**src/rtl/ifg_pkg.sv**
```systemverilog
package ifg_pkg;
  localparam logic [7:0] ST_NO_INFO = 8'hF8;
  localparam logic [7:0] ST_BUS_ERR = 8'h00;

  typedef enum logic [1:0] {
    PH_IDLE = 2'd0,
    PH_BYTE = 2'd1,
    PH_ACK  = 2'd2,
    PH_GAP  = 2'd3
  } phase_t;
endpackage

```
**src/rtl/ifg_sync.sv**
```systemverilog
module ifg_sync #(
  parameter int STAGES = 2
) (
  input  logic clk,
  input  logic rst_n,
  input  logic d,
  output logic q
);
  logic [STAGES-1:0] sh;

  always_ff @(posedge clk or negedge rst_n) begin
    if (!rst_n) sh <= '1;
    else        sh <= {sh[STAGES-2:0], d};
  end

  assign q = sh[STAGES-1];
endmodule

```
**src/rtl/ifg_cond_detect.sv**
```systemverilog
module ifg_cond_detect (
  input  logic clk,
  input  logic rst_n,
  input  logic sda,
  input  logic scl,
  output logic start,
  output logic stop,
  output logic scl_rise,
  output logic scl_fall
);
  logic sda_q, scl_q;

  always_ff @(posedge clk or negedge rst_n) begin
    if (!rst_n) begin
      sda_q <= 1'b1;
      scl_q <= 1'b1;
    end else begin
      sda_q <= sda;
      scl_q <= scl;
    end
  end

  assign start    = scl & scl_q & sda_q & ~sda;
  assign stop     = scl & scl_q & ~sda_q & sda;
  assign scl_rise = scl & ~scl_q;
  assign scl_fall = ~scl & scl_q;
endmodule

```
**src/rtl/ifg_frame_track.sv**
```systemverilog
module ifg_frame_track
  import ifg_pkg::*;
#(
  parameter int BYTE_BITS = 8
) (
  input  logic clk,
  input  logic rst_n,
  input  logic freeze,
  input  logic clear,
  input  logic start,
  input  logic stop,
  input  logic scl_rise,
  input  logic scl_fall,
  output logic illegal,
  output logic legal_start,
  output logic legal_stop
);
  localparam int CW = $clog2(BYTE_BITS + 1);

  phase_t        phase;
  logic [CW-1:0] bit_cnt;
  logic          first_hi;
  logic          legal_pos;

  assign legal_pos   = (phase == PH_IDLE) || (phase == PH_GAP) || first_hi;
  assign illegal     = (start | stop) & ~legal_pos & ~freeze;
  assign legal_start = start & legal_pos & ~freeze;
  assign legal_stop  = stop & legal_pos & ~freeze;

  always_ff @(posedge clk or negedge rst_n) begin
    if (!rst_n) begin
      phase    <= PH_IDLE;
      bit_cnt  <= '0;
      first_hi <= 1'b0;
    end else if (clear) begin
      phase    <= PH_IDLE;
      bit_cnt  <= '0;
      first_hi <= 1'b0;
    end else if (!freeze) begin
      if (legal_start) begin
        phase    <= PH_BYTE;
        bit_cnt  <= '0;
        first_hi <= 1'b0;
      end else if (legal_stop) begin
        phase    <= PH_IDLE;
        bit_cnt  <= '0;
        first_hi <= 1'b0;
      end else if (!(start | stop)) begin
        if (scl_rise) begin
          case (phase)
            PH_BYTE: begin
              if (bit_cnt == CW'(BYTE_BITS)) begin
                phase   <= PH_ACK;
                bit_cnt <= '0;
              end else begin
                bit_cnt <= bit_cnt + 1'b1;
              end
            end
            PH_GAP: begin
              phase    <= PH_BYTE;
              bit_cnt  <= CW'(1);
              first_hi <= 1'b1;
            end
            default: ;
          endcase
        end
        if (scl_fall) begin
          first_hi <= 1'b0;
          if (phase == PH_ACK) phase <= PH_GAP;
        end
      end
    end
  end

  // a legal START opens a fresh byte with the count at zero
  assert_start_rearm_R10: assert property (@(posedge clk) disable iff (!rst_n)
    (legal_start && !clear) |=> (bit_cnt == '0 && phase == PH_BYTE));
endmodule

```
**src/rtl/i2c_frame_guard.sv**
```systemverilog
module i2c_frame_guard
  import ifg_pkg::*;
#(
  parameter int SYNC_STAGES = 2,
  parameter int BYTE_BITS   = 8
) (
  input  logic       clk,
  input  logic       rst_n,
  input  logic       sda_in,
  input  logic       scl_in,
  input  logic       xfer_sda_low,
  input  logic       xfer_scl_low,
  input  logic       sto_set,
  input  logic       si_clr,
  output logic       sda_pull,
  output logic       scl_pull,
  output logic       si,
  output logic       sto,
  output logic [7:0] status,
  output logic       unaddressed
);
  localparam int NLINES = 2;

  logic [NLINES-1:0] raw_lines, sync_lines;
  logic start, stop, scl_rise, scl_fall;
  logic illegal, legal_start, legal_stop;
  logic si_q, sto_q, naddr_q, recover;

  assign raw_lines = {scl_in, sda_in};

  for (genvar i = 0; i < NLINES; i++) begin : g_sync
    ifg_sync #(.STAGES(SYNC_STAGES)) u_sync (
      .clk(clk), .rst_n(rst_n), .d(raw_lines[i]), .q(sync_lines[i])
    );
  end

  ifg_cond_detect u_det (
    .clk(clk), .rst_n(rst_n),
    .sda(sync_lines[0]), .scl(sync_lines[1]),
    .start(start), .stop(stop), .scl_rise(scl_rise), .scl_fall(scl_fall)
  );

  ifg_frame_track #(.BYTE_BITS(BYTE_BITS)) u_trk (
    .clk(clk), .rst_n(rst_n),
    .freeze(si_q), .clear(recover),
    .start(start), .stop(stop), .scl_rise(scl_rise), .scl_fall(scl_fall),
    .illegal(illegal), .legal_start(legal_start), .legal_stop(legal_stop)
  );

  assign recover = si_q & sto_q & si_clr;

  always_ff @(posedge clk or negedge rst_n) begin
    if (!rst_n) begin
      si_q    <= 1'b0;
      sto_q   <= 1'b0;
      naddr_q <= 1'b1;
    end else if (recover) begin
      si_q    <= 1'b0;
      sto_q   <= 1'b0;
      naddr_q <= 1'b1;
    end else begin
      if (illegal) si_q <= 1'b1;
      if (si_q && sto_set) sto_q <= 1'b1;
      if (legal_start)     naddr_q <= 1'b0;
      else if (legal_stop) naddr_q <= 1'b1;
    end
  end

  assign si          = si_q;
  assign sto         = sto_q;
  assign unaddressed = naddr_q;
  assign status      = si_q ? ST_BUS_ERR : ST_NO_INFO;
  assign sda_pull    = xfer_sda_low & ~si_q;
  assign scl_pull    = xfer_scl_low & ~si_q;

  // an out-of-place condition raises the interrupt flag
  assert_err_raises_si_R4: assert property (@(posedge clk) disable iff (!rst_n)
    illegal |=> si);

  // the flag holds until the full handshake
  assert_si_holds_R8: assert property (@(posedge clk) disable iff (!rst_n)
    (si && !(sto && si_clr)) |=> si);

  // stop request exists only alongside a pending error
  assert_sto_only_in_err_R9: assert property (@(posedge clk) disable iff (!rst_n)
    !si |-> !sto);

  // handshake returns to the not-addressed state with both bits low
  assert_recovery_R6: assert property (@(posedge clk) disable iff (!rst_n)
    (si && sto && si_clr) |=> (!si && !sto && unaddressed));
endmodule

```
**config.mk**
```make
export PLATFORM = sky130hd
export DESIGN_NAME = i2c_frame_guard
export DESIGN_NICKNAME = d
export VERILOG_FILES = /design/src/rtl/ifg_pkg.sv /design/src/rtl/ifg_sync.sv /design/src/rtl/ifg_cond_detect.sv /design/src/rtl/ifg_frame_track.sv /design/src/rtl/i2c_frame_guard.sv
export SDC_FILE = /design/constraint.sdc
export NUM_CORES = 1
export LEC_CHECK = 0
export CORE_ASPECT_RATIO = 1.5
export CORE_MARGIN = 3
export CORE_UTILIZATION = 45
export DETAILED_ROUTE_END_ITERATION = 10
export PLACE_DENSITY = 0.77
export SYNTH_ARGS = -nofsm -noshare
export SYNTH_HDL_FRONTEND = slang
export SYNTH_SLANG_ARGS = --single-unit
```
**constraint.sdc**
```tcl
create_clock -name clk -period 1.8 [get_ports clk]
set_input_delay 0.18 -clock clk [delete_from_list [all_inputs] [get_ports clk]]
set_output_delay 0.18 -clock clk [all_outputs]
set_load 0.02 [all_outputs]
```
; After elaboration in Yosys (flattened, before gate mapping)
; Cells that the tools add are included.
[word_totals]
ff_bits = 16
in_bits = 8
wordCells = 89
[op_classes]
muxes = 34
eq_ne = 6
reduce_logical = 14
bitwise = 24
n_addsub = 1
[ops]
columns = operator, n
row1 = 4-bit two-way mux, 7
row2 = 2-bit two-way mux, 9
row3 = 1-bit bitwise AND, 17
row4 = 1-bit two-way mux, 15
row5 = 5-bit nonzero test, 3
row6 = 8-bit two-way mux, 1
row7 = 4-bit case mux with 2 select lines, 1
row8 = 4-bit AND reduction, 2
row9 = 1-bit NOT, 6
row10 = "4-bit by 1-bit adder with 4-bit output, second input constant", 1
row11 = "2-bit == test, second input constant", 2
row12 = "4-bit == test, second input constant", 1
row13 = "4-bit inequality test, second input constant", 1
row14 = 2-bit case mux with 2 select lines, 1
row15 = 2-bit nonzero test, 2
row16 = 4-bit nonzero test, 1
row17 = 3-bit nonzero test, 1
row18 = "2-bit by 1-bit == test with 1-bit output, second input constant", 1
row19 = 2-bit zero test, 1
row20 = 1-bit logical OR, 2
row21 = "2-bit by 1-bit inequality test with 1-bit output, second input constant", 1
row22 = 2-bit AND reduction, 1
row23 = 1-bit logical AND, 1
row24 = 1-bit OR, 1

; Longest topological paths before layout
[depth]
ltp_word = 11
ltp_mapped = 7
depth_no_buf = 7

; Hierarchy
; Synthesis repeated with hierarchy kept, for this count alone.
[unflattened]
cells_unflattened = 95
hier_area_um2 = 954.7
[by_module_without_submodules]
columns = mod, area_per_inst_um2, seq_area_each_um2, cells_per_inst, instances
row1 = ifg_frame_track, 568.0, 175.2, 64, 1
row2 = i2c_frame_guard, 193.9, 76.3, 21, 1
row3 = ifg_sync, 52.6, 52.6, 2, 2
row4 = ifg_cond_detect, 87.6, 52.6, 6, 1

; Worst setup path before layout
; OpenSTA, ideal clock, no wires.
[synth_timing]
kind = reg-to-reg
from = register si_q (netlist: si)
to = register u_trk.bit_cnt[3]
path_stages_with_launch = 6
setup_time_ps = 73
synth_period_minus_slack_ps = 1693
arrival_time_ps = 1620
t_required_ps = 1727
setup_slack_ps = 107
path_cell_list = dfrtp_1 > inv_1 > o211ai_4 > or3_1 > a211o_1 > a21oi_2
[synth_via]
elab_chain_cells = 6
elab_cells_between_ends = 14
[synth_rtl]
columns = element, line_no
row1 = start: declaration, i2c_frame_guard.sv:27  ; logic si_q, sto_q, naddr_q, recover;
row2 = start signal: assignment, i2c_frame_guard.sv:54  ; si_q <= 1'b0;
row3 = start signal: assignment, i2c_frame_guard.sv:58  ; si_q <= 1'b0;
row4 = start signal: assignment, i2c_frame_guard.sv:62  ; if (illegal) si_q <= 1'b1;
row5 = 1-bit NOT, "ifg_frame_track.sv:27, ifg_frame_track.sv:28"
row6 = 1-bit bitwise AND, ifg_frame_track.sv:28  ; assign legal_stop = stop & legal_pos & ~freeze;
row7 = 4-bit two-way mux, ifg_frame_track.sv:44  ; end else if (legal_stop) begin
row8 = 4-bit two-way mux, ifg_frame_track.sv:40  ; if (legal_start) begin
row9 = 4-bit two-way mux, ifg_frame_track.sv:39  ; end else if (!freeze) begin
row10 = 4-bit two-way mux, ifg_frame_track.sv:35  ; end else if (clear) begin
row11 = end signal: assignment, ifg_frame_track.sv:56  ; bit_cnt <= bit_cnt + 1'b1;
row12 = end: declaration, ifg_frame_track.sv:21  ; logic [CW-1:0] bit_cnt;
; Parallel ways exist; a longest one is shown, timed or not. The select of a mux whose other input is x is not followed.
; A chain may end at the register's enable or synchronous reset.

; Final worst setup path
[layout_timing]
from = register u_trk.phase[1]
to = register u_trk.phase[0]
[layout_via]
elab_chain_cells = 10
elab_cells_between_ends = 21
[layout_rtl]
columns = element, line_no
row1 = start: declaration, ifg_frame_track.sv:20  ; phase_t phase;
row2 = start signal: assignment, ifg_frame_track.sv:32  ; phase <= PH_IDLE;
row3 = start signal: assignment, ifg_frame_track.sv:36  ; phase <= PH_IDLE;
row4 = start signal: assignment, ifg_frame_track.sv:41  ; phase <= PH_BYTE;
row5 = 2-bit == test / 2-bit by 1-bit == test with 1-bit output (equally long branches), "ifg_frame_track.sv:25, ifg_frame_track.sv:50"
row6 = 2-bit case mux with 2 select lines, ifg_frame_track.sv:50  ; case (phase)
row7 = 2-bit two-way mux, ifg_frame_track.sv:49  ; if (scl_rise) begin
row8 = 2-bit two-way mux, ifg_frame_track.sv:69  ; if (phase == PH_ACK) phase <= PH_GAP;
row9 = 2-bit two-way mux, ifg_frame_track.sv:67  ; if (scl_fall) begin
row10 = 2-bit two-way mux, ifg_frame_track.sv:48  ; end else if (!(start | stop)) begin
row11 = 2-bit two-way mux, ifg_frame_track.sv:44
row12 = 2-bit two-way mux, ifg_frame_track.sv:40
row13 = 2-bit two-way mux, ifg_frame_track.sv:39
row14 = 2-bit two-way mux, ifg_frame_track.sv:35
; Parallel ways exist; a longest one is shown, timed or not. The select of a mux whose other input is x is not followed.

==> results.md <==
* Seq/Total Area, Yosys at 44.92%
* Fin util at 61.63%
* DRT iter0 DRCs at 19
* Critical Path Start Type: register
* WP data required at around 2000 ps
* Vias/cell at 5.463
* Vias in the first global route at 707
* Setup Viol. Count Final at 0
* Critical path class: register to register
* Launching point of the worst reg2reg path: u_trk.phase[1]
* Die area at 0.002611 sq mm
* RSZ-0062 raised after global routing: no
* Routed len/inst at roughly 14 microns
* Pin count of the biggest net entering global routing at 17
* Cell total after placement at 130
* Hold Vio Cnt, Final at 0
* Area Overhead vs Synth at 27.06%
* Reg2reg path depth at 6
* Peak supply drop at ~0.95 mV
* TritonCTS Buffers at 3
* Max cap viols at 0
* R2r endpoint: u_trk.phase[0]
* Design area at 0.001157 sq mm
* Post-Syn Instances at 92
* Via count at 743
* Ant. Diodes at 0
* Ports at 21
* CTS sink count at 16
* Syn avg cell area at 9.901 sq um
* Synth cell types at 36
* Max Clk Rate at 580.6 MHz
* Status: finished clean
* Cell area power density at 1474 mW/mm^2
* Clock insertion delay at the later pin of the skew report at 290 ps
* Dpl ws at 89.96 ps
* Synth Cell Area at 910.9 sq um
* CTS tree: built
* H-tree depth at 1
* Max Slew Vio Count at 0
* HPWL after DPL at 1406 microns
* Placer Congestion at approximately 0.87
* Clock buffer depth at 2
* Non-filler cells, final at about 140
* Setup tns final at 0 ps
* Count of buffers from port buffering at 17
* Site Rows at 19
* GRT Overall Usage at 15.84%
* Final wirelength at 1888 microns
* Crit. End Element: register
* Total core area at 0.001878 sq mm
* Fin crit share at 95.68%
* Total power at between 1.5 and 2 mW
* Clk root buf: clkbuf_4
* Share of cells above drive strength 1 at ~20%
* Setup slack, reg-to-reg at 80 ps
* First-pass GRT wire length at between 3000 and 4000 microns
* Area post-placement at 0.001104 sq mm
* Hold_buf cts at 0
* GR Overflow Total at 0
* DRC at 0
* Initial core utilization at around half
* Synthesis Warnings at 0
* Setup ws final at 77.75 ps
* Worst hold slack at 190.0 ps
* Worst endpoint data arrival time at 1920 ps
* Pleak at 0.5501 nW
* Clk_skew at around 3.8 ps
* ANT nets after route at 0
* Clock-pin transition on the worst setup and hold timing paths at about 90 ps
* Layout Nets at roughly 130
* Final worst path period need at 1722 ps
* Die Ht at between 60 and 70 microns
* Die width at about 43 microns
* Tightest Hold Check Type: input pin to asynchronous set/reset pin
* Drt pass-1 iters at 4
* Crit Path Max Fanout at 5
* Seq cells post-synth at 16
* Initial antenna violation count at 0
==> repair_timing <==
item,CTS,global route
setup endpoints to repair,0,7
resized for setup,0,5
buffers inserted,0,2
==> critical path, stage by stage, from the launching register on <==
cell and delay [ps]:
dfrtp_1 430, ha_1 300, nor2_1 60, or4_1 500
a31oi_1 160, o21ai_0 110, o31ai_1 80
==> flip-flops by register name, summed over array words and instances (netlist names) <==
| name | count |
|---|---|
| u_det.sda_q | 1 |
| u_trk.first_hi | 1 |
| si | 1 |
| unaddressed | 1 |
| u_trk.bit_cnt | 4 |
| g_sync.u_sync.sh | 4 |
| u_det.scl_q | 1 |
| u_trk.phase | 2 |
| sto | 1 |
==> synthesized netlist by cell type <==
cell       count  share of area [%]
a21oi_1        6                3.3
nor2_1         7                2.9
a31o_2         1               0.96
nand2_1        6                2.5
and3b_1        2                1.9
o2bb2ai_1      1               0.96
a211o_1        1               0.96
or3_1          1               0.69
inv_1          7                2.9
a31oi_1        3                2.1
and3_1         1               0.69
buf_4          7                5.8
nor3b_1        1               0.82
nand2b_1       2                1.4
o31ai_1        1               0.82
clkbuf_1       1               0.41
nor2b_4        1                1.5
conb_1         1               0.41
nor3_1         2                1.1
or2_2          1               0.69
ha_1           5                6.9
dfrtp_1        9                 25
nor4b_1        1               0.96
o21ai_0        2                1.1
a22oi_1        1               0.82
a21oi_2        1               0.96
o21bai_1       1               0.82
xnor2_1        1               0.96
a22o_1         1               0.96
nor2b_1        3                2.1
o211ai_4       1                2.3
a32oi_1        1               0.96
or4_1          1               0.82
a211oi_1       2                1.6
nand3_1        2                1.1
dfstp_2        7                 20
==> metal layers <==
layer,vias up,GRT usage (%),wire [microns]
li1,361,-,-
met1,348,18.18,747
met2,23,26.61,970
met3,11,2.632,85
met4,0,11.56,84
met5,-,0,0
==> cells by family after synthesis <==
family	Yosys count	share of synthesized area [%]
xor gates and xnor gates	1	0.9617
buffers and inverters	15	9.066
adders and majority gates	5	6.868
and+or+nand+nor	31	19.10
DFF	16	44.92
other	1	0.4117
AOI/OAI and AO/OA	23	18.68
==> worst max-delay path by stage <==
| stage | startpoint | to | slack, ps |
|---|---|---|---|
| floorplan | si | u_trk.bit_cnt[3] | 110 |
| global placement | g_sync[1].u_sync.sh[1] | u_trk.bit_cnt[3] | 120 |
| detailed placement | u_trk.phase[1] | u_trk.phase[0] | 90 |
| CTS | si | status[4] | 10 |
| global route | u_trk.bit_cnt[0] | u_trk.phase[1] | 1 |
| finish | u_trk.phase[1] | u_trk.phase[0] | 80 |
==> layout by cell type (no fill, tap or decap), drive strengths merged, types with 5 or more instances in the layout <==
master,instances
clkdlybuf4s50,12
dfrtp,9
buf,8
inv,7
nor2,7
dfstp,7
a21oi,7
nand2,6
ha,5
dlymetal6s2s,5
==> final cells by class <==
type                    count  area (sq um)
flip-flops and latches     16         409.1
repair buffers             25         242.7
multi-input cells          63         426.7
inverters                   7         26.28
fillers                   165         720.7
well taps                  21         26.28
clock buffers               4         26.28
==> power breakdown <==
part           internal [mW]  switching (mW)  total (mW)  leakage (nW)
clock                 0.0863           0.111       0.197        0.0150
combinational          0.429           0.505       0.934         0.352
sequential             0.472           0.103       0.575         0.183
No activity file was read; power rests on OpenSTA's default activity.
